File: config.mk
export PLATFORM = sky130hd
export DESIGN_NAME = txs_tx_sched
export DESIGN_NICKNAME = d
export VERILOG_FILES = /design/src/rtl/txs_pkg.sv /design/src/rtl/txs_hdr_decode.sv /design/src/rtl/txs_time_cmp.sv /design/src/rtl/txs_burst_track.sv /design/src/rtl/txs_tx_sched.sv
export SDC_FILE = /design/constraint.sdc
export NUM_CORES = 1
export LEC_CHECK = 0
export BUFFER_PORTS_ARGS = -buffer_cell sky130_fd_sc_hd__buf_4
export CAP_MARGIN = 40
export CORE_MARGIN = 1.5
export CORE_UTILIZATION = 56
export DETAILED_ROUTE_END_ITERATION = 6
export PLACE_DENSITY_LB_ADDON = 0.1
export SYNTH_ARGS = -nofsm -noshare
export SYNTH_HDL_FRONTEND = slang
export SYNTH_SLANG_ARGS = --single-unit
File: constraint.sdc
create_clock -name clk -period 4.5 [get_ports clk]
set_clock_uncertainty 0.2 [all_clocks]
set_input_delay 0.225 -clock clk [delete_from_list [all_inputs] [get_ports clk]]
set_output_delay 0.225 -clock clk [all_outputs]
set_load 0.005 [all_outputs]
File: src/rtl/txs_pkg.sv
// Shared protocol constants and types for the transmit scheduler.
// Assumes a 32-bit word stream; header field positions are fixed by the
// host-side packet format and must not move.
package txs_pkg;

    localparam int WORD_W    = 32;
    localparam int LEN_LSB   = 0;
    localparam int LEN_W     = 9;
    localparam int CHAN_LSB  = 16;
    localparam int CHAN_W    = 5;
    localparam int EOB_BIT   = 27;
    localparam int SOB_BIT   = 28;
    localparam logic [CHAN_W-1:0] CTRL_CHAN = '1;

    typedef enum logic [2:0] {
        ST_HDR,
        ST_TS,
        ST_WAIT,
        ST_PLAY,
        ST_SKIP,
        ST_CTRL
    } txs_state_e;

    typedef struct packed {
        logic sob;
        logic eob;
    } txs_flags_t;

endpackage

File: src/rtl/txs_hdr_decode.sv
// Header word decoder. Pulls the burst flags and the control-channel match
// from the header and turns the byte length into whole 32-bit samples.
// The count is clamped to the payload area. Purely combinational; it
// assumes the caller applies it only to the header word.
module txs_hdr_decode
    import txs_pkg::*;
#(
    parameter int PAY_WORDS = 126,
    parameter int SAMP_W    = 7
) (
    input  logic [WORD_W-1:0] hdr_word,
    output txs_flags_t        flags,
    output logic              is_ctrl,
    output logic [SAMP_W-1:0] nsamp
);

    logic [LEN_W-1:0] len_bytes;
    logic [LEN_W-1:0] whole;
    logic             unused_hdr_bits;

    // extract fields
    always_comb begin
        len_bytes = hdr_word[LEN_LSB +: LEN_W];
        whole     = len_bytes >> 2;
        flags.sob = hdr_word[SOB_BIT];
        flags.eob = hdr_word[EOB_BIT];
        is_ctrl   = (hdr_word[CHAN_LSB +: CHAN_W] == CTRL_CHAN);
    end

    // clamp sample count to the payload area
    assign nsamp = (whole > LEN_W'(PAY_WORDS)) ? SAMP_W'(PAY_WORDS) : SAMP_W'(whole);

    // bits that carry no meaning toward the converter
    assign unused_hdr_bits = ^{hdr_word[WORD_W-1:SOB_BIT+1],
                               hdr_word[EOB_BIT-1:CHAN_LSB+CHAN_W],
                               hdr_word[CHAN_LSB-1:LEN_LSB+LEN_W]};

endmodule

File: src/rtl/txs_time_cmp.sv
// Timestamp comparator. Uses a wraparound-safe signed difference of the
// sample counter and the packet timestamp. The all-ones timestamp is the
// reserved "now" value, which is never due and never late.
module txs_time_cmp #(
    parameter int TS_W = 32
) (
    input  logic [TS_W-1:0] now,
    input  logic [TS_W-1:0] ts,
    output logic            is_now,
    output logic            late,
    output logic            due
);

    logic [TS_W-1:0] diff;

    // signed distance of counter past the timestamp
    always_comb begin
        diff   = now - ts;
        is_now = &ts;
        late   = !is_now && !diff[TS_W-1] && (diff != '0);
        due    = !is_now && (diff == '0);
    end

endmodule

File: src/rtl/txs_burst_track.sv
// Burst tracker. Opens a burst when a start-flagged packet begins playing.
// Closes it when an end-flagged packet has played its last sample. Inside
// a burst it flags every sample enable that produced no sample. A close
// takes priority over an open in the same clock.
module txs_burst_track (
    input  logic clk,
    input  logic rst_n,
    input  logic sample_en,
    input  logic emit,
    input  logic open_evt,
    input  logic close_evt,
    output logic in_burst,
    output logic underrun_pulse
);

    // burst state register
    always_ff @(posedge clk) begin
        if (!rst_n)
            in_burst <= 1'b0;
        else if (close_evt)
            in_burst <= 1'b0;
        else if (open_evt)
            in_burst <= 1'b1;
    end

    // underrun event on a starved enable inside a burst
    always_ff @(posedge clk) begin
        if (!rst_n)
            underrun_pulse <= 1'b0;
        else
            underrun_pulse <= sample_en && in_burst && !emit;
    end

endmodule

File: src/rtl/txs_tx_sched.sv
// Timestamped transmit packet scheduler (top). Accepts fixed-length packets
// on a valid/ready word stream. It waits at the head of the queue until the
// timestamp is due, then plays one sample per sample enable. Late packets
// are discarded and control-channel packets are forwarded.
// Assumes PKT_WORDS >= 3 and that time_now advances only after sample_en.
module txs_tx_sched
    import txs_pkg::*;
#(
    parameter int PKT_WORDS = 128,
    parameter int TS_W      = 32
) (
    input  logic              clk,
    input  logic              rst_n,
    input  logic              sample_en,
    input  logic [TS_W-1:0]   time_now,
    input  logic [WORD_W-1:0] in_data,
    input  logic              in_valid,
    output logic              in_ready,
    output logic              dac_strobe,
    output logic [WORD_W-1:0] dac_data,
    output logic              drop_pulse,
    output logic              underrun_pulse,
    output logic [WORD_W-1:0] ctrl_data,
    output logic              ctrl_valid,
    output logic              ctrl_sop,
    output logic              ctrl_eop
);

    localparam int PAY_WORDS = PKT_WORDS - 2;
    localparam int SAMP_W    = $clog2(PAY_WORDS + 1);
    localparam int WCNT_W    = $clog2(PKT_WORDS + 1);

    txs_state_e        state;
    txs_flags_t        flags_q;
    txs_flags_t        dec_flags;
    logic              dec_ctrl;
    logic [SAMP_W-1:0] dec_nsamp;
    logic [SAMP_W-1:0] samp_left;
    logic [WCNT_W-1:0] word_left;
    logic [TS_W-1:0]   ts_q;
    logic              ts_now, ts_late, ts_due;
    logic              go, late_hit, accept, emit, last_samp, last_word;
    logic              open_evt, close_evt, in_burst;

    txs_hdr_decode #(
        .PAY_WORDS (PAY_WORDS),
        .SAMP_W    (SAMP_W)
    ) u_dec (
        .hdr_word (in_data),
        .flags    (dec_flags),
        .is_ctrl  (dec_ctrl),
        .nsamp    (dec_nsamp)
    );

    txs_time_cmp #(
        .TS_W (TS_W)
    ) u_cmp (
        .now    (time_now),
        .ts     (ts_q),
        .is_now (ts_now),
        .late   (ts_late),
        .due    (ts_due)
    );

    // release and discard decisions at the head of the queue
    always_comb begin
        late_hit = (state == ST_WAIT) && ts_late;
        go       = (state == ST_WAIT) && sample_en && !ts_late && (ts_now || ts_due);
    end

    // word acceptance per state
    always_comb begin
        unique case (state)
            ST_HDR, ST_TS, ST_SKIP, ST_CTRL: in_ready = 1'b1;
            ST_WAIT:                         in_ready = go && (samp_left != '0);
            ST_PLAY:                         in_ready = sample_en;
            default:                         in_ready = 1'b0;
        endcase
    end

    // handshake and end-of-count conditions
    always_comb begin
        accept    = in_valid && in_ready;
        emit      = accept && ((state == ST_WAIT) || (state == ST_PLAY));
        last_samp = emit && (samp_left == SAMP_W'(1));
        last_word = accept && (word_left == WCNT_W'(1));
    end

    // burst open/close events
    always_comb begin
        open_evt  = go && flags_q.sob;
        close_evt = flags_q.eob && (last_samp || (go && (samp_left == '0)));
    end

    // packet sequencer and word/sample counters
    always_ff @(posedge clk) begin
        if (!rst_n) begin
            state     <= ST_HDR;
            flags_q   <= '0;
            samp_left <= '0;
            word_left <= '0;
            ts_q      <= '0;
        end else begin
            if (emit)
                samp_left <= samp_left - SAMP_W'(1);
            if (accept && (state != ST_HDR) && (state != ST_TS))
                word_left <= word_left - WCNT_W'(1);
            unique case (state)
                ST_HDR: if (accept) begin
                    flags_q   <= dec_flags;
                    samp_left <= dec_nsamp;
                    if (dec_ctrl) begin
                        word_left <= WCNT_W'(PKT_WORDS - 1);
                        state     <= ST_CTRL;
                    end else begin
                        state     <= ST_TS;
                    end
                end
                ST_TS: if (accept) begin
                    ts_q      <= in_data[TS_W-1:0];
                    word_left <= WCNT_W'(PAY_WORDS);
                    state     <= ST_WAIT;
                end
                ST_WAIT: begin
                    if (late_hit)
                        state <= ST_SKIP;
                    else if (go) begin
                        if (samp_left == '0)
                            state <= ST_SKIP;
                        else if (last_samp)
                            state <= last_word ? ST_HDR : ST_SKIP;
                        else
                            state <= ST_PLAY;
                    end
                end
                ST_PLAY: if (last_samp)
                    state <= last_word ? ST_HDR : ST_SKIP;
                ST_SKIP, ST_CTRL: if (last_word)
                    state <= ST_HDR;
                default: state <= ST_HDR;
            endcase
        end
    end

    // converter output register
    always_ff @(posedge clk) begin
        if (!rst_n) begin
            dac_strobe <= 1'b0;
            dac_data   <= '0;
        end else begin
            dac_strobe <= emit;
            if (emit)
                dac_data <= in_data;
        end
    end

    // drop event and control forwarding registers
    always_ff @(posedge clk) begin
        if (!rst_n) begin
            drop_pulse <= 1'b0;
            ctrl_valid <= 1'b0;
            ctrl_sop   <= 1'b0;
            ctrl_eop   <= 1'b0;
            ctrl_data  <= '0;
        end else begin
            drop_pulse <= late_hit;
            ctrl_valid <= accept && ((state == ST_CTRL) || ((state == ST_HDR) && dec_ctrl));
            ctrl_sop   <= accept && (state == ST_HDR) && dec_ctrl;
            ctrl_eop   <= last_word && (state == ST_CTRL);
            if (accept)
                ctrl_data <= in_data;
        end
    end

    txs_burst_track u_burst (
        .clk            (clk),
        .rst_n          (rst_n),
        .sample_en      (sample_en),
        .emit           (emit),
        .open_evt       (open_evt),
        .close_evt      (close_evt),
        .in_burst       (in_burst),
        .underrun_pulse (underrun_pulse)
    );

endmodule

Yosys cells after proc, flatten, opt, wreduce, memory -nomap -nowiden
Index checks and enable logic that the tools add are counted.
Word-level totals
  register bits after elaboration: 123
Cells by class
  add/sub/neg operators: 3
  order comparisons: 1
  equal/unequal tests: 14
  multiplexer cells: 21
  bitwise logic cells: 1
  reduce and logical (&&, ||, !) cells: 45
Operators with widths (number)
  $logic_not A32 Y1: 1
  $mux W8: 4
  $reduce_and A32 Y1: 1
  $reduce_bool A32 Y1: 1
  $sub A32 B32 Y32: 1
  $mux W3: 10
  $mux W7: 4
  $logic_and A1 B1 Y1: 24
  $pmux W8 S2: 1
  $pmux W3 S5: 1
  $eq A8 B1 Y1 const B: 1
  $ne A2 B2 Y1 const B: 4
  $sub A8 B1 Y8 const B: 1
  $eq A7 B1 Y1 const B: 1
  $gt A7 B7 Y1 const B: 1
  $logic_not A7 Y1: 1
  $reduce_bool A7 Y1: 1
  $sub A7 B1 Y7 const B: 1
  $eq A3 B2 Y1 const B: 2
  $eq A3 B3 Y1 const B: 2
  $eq A5 B5 Y1 const B: 1
  $reduce_and A5 Y1: 1
  $logic_not A1 Y1: 4
  $logic_or A1 B1 Y1: 4
  other kinds (10): 12

Longest topological paths before layout
  word-level depth: 17
  gate-level depth with buffers: 18

Modules after synthesis
A second synthesis with hierarchy kept.
Unflattened totals
  cells, all modules: 982
  area, all modules: 7435.9 um^2
By module, submodules not included
  txs_tx_sched: times used 1, cells an instance 630, area an instance 5014.8 um^2, seq. area each 2422.3 um^2
  txs_time_cmp: times used 1, cells an instance 333, area an instance 2287.2 um^2, seq. area each 0.0 um^2
  txs_hdr_decode: times used 1, cells an instance 14, area an instance 67.6 um^2, seq. area each 0.0 um^2
  txs_burst_track: times used 1, cells an instance 5, area an instance 66.3 um^2, seq. area each 40.0 um^2

Least setup slack after synthesis
No wires, ideal clock.
  path type: register -> register
  start point: register ts_q[13]
  end point: register dac_data[14]
  library setup time: 0.128 ns
  data arrival time: 3.755 ns
  data required time: 4.172 ns
  setup slack: 0.417 ns
  stages on the path, launching flop included: 19
  buffers on the path: 4
  period minus slack after synthesis: 4.083 ns
  cell sequence: dfxtp_1 inv_1 ha_1 clkbuf_1 nand3_1 nor4_1 o311ai_1 o211ai_1 a41oi_2 xnor2_1 a2111o_1 nor4_4 a21oi_2 or2_1 clkbuf_1 buf_4 buf_2 mux2i_1 nor2_1
On the way
  longest elaborated chain between the ends: 11
  elaborated cells on any way between the ends: 17
  those cells by class: add/sub (1); mux (1); reduce/logical (15)
Ends and longest elaborated chain
  start: declaration: line txs_tx_sched.sv:40  | logic [TS_W-1:0] ts_q;
  start signal: assignment: line txs_tx_sched.sv:120  | ts_q <= in_data[TS_W-1:0];
  parallel branches: the longest is 6 deep, another holds $sub A32 B32 Y32
  $logic_and A1 B1 Y1 (*): line txs_tx_sched.sv:68  | go = (state == ST_WAIT) && sample_en && !ts_late && (ts_now || ts_due);
  $logic_and A1 B1 Y1 (*): line txs_tx_sched.sv:75  | ST_WAIT: in_ready = go && (samp_left != '0);
  $pmux W1 S3 (*): line txs_tx_sched.sv:73  | unique case (state)
  $logic_and A1 B1 Y1 (*): line txs_tx_sched.sv:83  | accept = in_valid && in_ready;
  $logic_and A1 B1 Y1 (*): line txs_tx_sched.sv:84  | emit = accept && ((state == ST_WAIT) || (state == ST_PLAY));
  end signal: assignment: line txs_tx_sched.sv:153  | dac_data <= in_data;
  end: declaration: line txs_tx_sched.sv:20  | output logic [WORD_W-1:0] dac_data,
Mark *: on every way between the ends.
A chain may end at the register's enable or synchronous reset.

Worst setup path in the final report
  start point: register ts_q[0]
  end point: output in_ready
On the way
  longest elaborated chain between the ends: 9
  elaborated cells on any way between the ends: 15
  those cells by class: add/sub (1); mux (1); reduce/logical (13)
Ends and longest elaborated chain
  parallel branches: the longest is 6 deep, another holds $sub A32 B32 Y32
  $logic_and A1 B1 Y1 (*): line txs_tx_sched.sv:68
  $logic_and A1 B1 Y1 (*): line txs_tx_sched.sv:75
  $pmux W1 S3 (*): line txs_tx_sched.sv:73
  end: declaration: line txs_tx_sched.sv:18  | output logic in_ready,
Marks and branches as above.

==> results.yml <==
routing:
  wl_um: 23300
  drt_pre_antenna_iters: 5
  vias_per_cell: 5.89
  drt_iter0_drc: 792
  via_count: 7542
  wl_per_cell_um: 18.2
  postRouteAntennaNets: 0
  drc_errors: 0
die:
  core_region_area_um2: 12600
  num_rows: 41
  fp.dieW_um: 117
  io_pins: 139
  die_h_um: 117
  die_area_um2: 13600
  start_util_pct: 57.2
critical_path:
  reg2regPathDepth: 16
  worst-setup-path-type: "reg -> out"
  cp_max_fo: 5
  cp.required_ns: 4.07
  end_kind: "output port"
  startpoint_type: "register"
  cp.arrival_ns: 3.99
timing:
  setup_viol: 0
  fin_crit_ns: 4.41
  max_freq_mhz: 227
  timing.final.max_slew_violations: 0
  slew_headroom_pct: 53.2
  finalCritPeriodShare_pct: 98.0
  worstMarginPinSlew_ns: 0.696
  hold_viol: 0
  setup_tns_ns: 0
placed_design:
  numPortBuffers: 138
  place.gp.congestion: 0.911
  hpwl_um: 15700
finish:
  final_cell_mix: "178 x buf_4, 117 x nand2_1, 117 x dfxtp_1"
  final_core_util_pct: 78.2
  layout_commonest_cell: "buf_4"
  fill_cells: 889
  drive_above_1_share_pct: 24.6
  area_delta_synth_final_pct: 36.7
  n_antenna_cell: 0
  fin_nets: 1200
synthesis:
  synth-seq-cells: 123
  syn_avg_cell_area_um2: 7.96
  syn-cell-area_um2: 7220
  synth_warnings: 0
  synthFlopType: "dfxtp_1"
  synth-async-reset-ratio_pct: 0
  synth_fp_nets: 1012
  synthDistinctLibCells: 72
  synth_edf_count: 0
  yosysSeqAreaShare_pct: 34.1
  syn_inst: 907
status:
  status: "completed"
clocking:
  cts_tree: "yes"
  numCtsBuffers: 17
  root_buffer: "clkbuf_16"
  cts.sinks: 123
  insertion_delay_ns: 0.42
  h-tree-depth: 4
  clockBufferDepth: 2
  path_clk_slew_ns: 0.06
power:
  ir_worst_vdd_v: 0.000300
  power.leakage_nw: 4.23
  p_per_area_nw_per_um2: 427
global_route:
  grt_pass1_vias: 6951
  track_usage_pct: 33.4
  grt_pass1_wl_um: 35000
  grt_max_degree: 50
  grt_remaining_overflow: 0
  antenna_found_initial: 0
min_path:
  hold_class: "in -> reg"
  hold-path-cell-count: 5
job:
  cap_violations: 0
cell type report:
| type | instances | area, um2 | share of cell area, % |
|---|---|---|---|
| inverter | 50 | 188 | 1.90 |
| timing repair buffer | 217 | 1760 | 17.8 |
| sequential | 123 | 2470 | 25.0 |
| tap | 172 | 215 | 2.18 |
| clock buffer | 19 | 453 | 4.59 |
| clock inverter | 13 | 134 | 1.36 |
| multi-input combinational | 686 | 4650 | 47.2 |
flip-flops by register name (all words and copies together), names as in the netlist:
name and cells:
ctrl_data 32, ctrl_eop 1, ctrl_sop 1, ctrl_valid 1, dac_data 32, dac_strobe 1
drop_pulse 1, flags_q 2, samp_left 7, state 3, ts_q 32, u_burst.in_burst 1
u_burst.underrun_pulse 1, word_left 8
timing repair:
action	in CTS	in global routing
hold buffers	36	0
endpoints found under the setup margin	1	79
hold endpoints to repair	111	0
buffers inserted	0	6
gates resized for setup	1	61
pin swaps	0	15
cells in the mapped netlist (all sizes together), types with 10 or more instances:
master,instances,area [um2]
inv,49,184
nor3,18,90.1
buf,15,85.1
nand2,117,439
a211oi,12,90.1
nand3,23,115
nand4,17,106
a21oi,82,418
dfxtp,123,2460
mux2i,69,691
xnor2,16,140
nor2,102,383
nor4,11,83.8
a21o,10,75.1
clkbuf,33,124
o21ai,40,200
ha,36,450
critical path: stages, from the launching register on:
cell      delay, ns
dfxtp_2        0.36
ha_4           0.16
fa_2           0.22
nor2b_2        0.06
o31a_1         0.36
buf_4          0.16
and3_4         0.18
or4_1          0.52
nand4_1        0.14
and4_1         0.19
nand4_1        0.20
nor4_4         0.43
buf_4          0.20
a21boi_1       0.09
o21ai_1        0.16
buf_4          0.12
per-stage QoR:
stage | power (mW) | hold WS, ns | setup WS (ns) | area, um2 | cells
floorplan | 2.26 | 0.160 | 0.417 | 7220 | 907
finish | 4.21 | 0.236 | 0.0891 | 9870 | 1280
detailed placement | 2.70 | 0.263 | 0.137 | 8600 | 1206
global placement | 2.69 | 0.247 | 0.134 | 8580 | 1205
global route | 4.43 | 0.270 | -0.0399 | 9870 | 1280
CTS | 4.07 | 0.195 | 0.00423 | 9540 | 1274
where the power goes:
group / leakage (nW) / switching (mW) / internal [mW]
combinational: 2.94 / 0.869 / 0.656
clock: 0.291 / 0.548 / 0.803
sequential: 1.00 / 0.119 / 1.22
per-layer routing:
metal / vias up / global-route usage [%] / part of all wire [%]
li1: 3601 / - / -
met1: 3507 / 44.6 / 43
met2: 370 / 53.3 / 46
met3: 64 / 8.46 / 8.7
met4: 0 / 11.0 / 2.6
met5: - / 0 / 0
worst paths after layout:
check / startpoint / slack (ns) / endpoint
setup reg to reg: ts_q[0] / 0.15 / samp_left[0]
hold / removal: time_now[31] / 0.24 / drop_pulse
hold reg to reg: flags_q[1] / 0.27 / flags_q[1]
setup / recovery: ts_q[0] / 0.09 / in_ready
logic make-up after synthesis:
group / share of synthesized area, %
and+or+nand+nor: 22.7
AOI/OAI and AO/OA: 18.6
DFF: 34.1
buffers and inverters: 5.49
muxes: 9.72
adders and majority gates: 6.52
xor gates and xnor gates: 2.91
(Power assumes the default switching activity.)
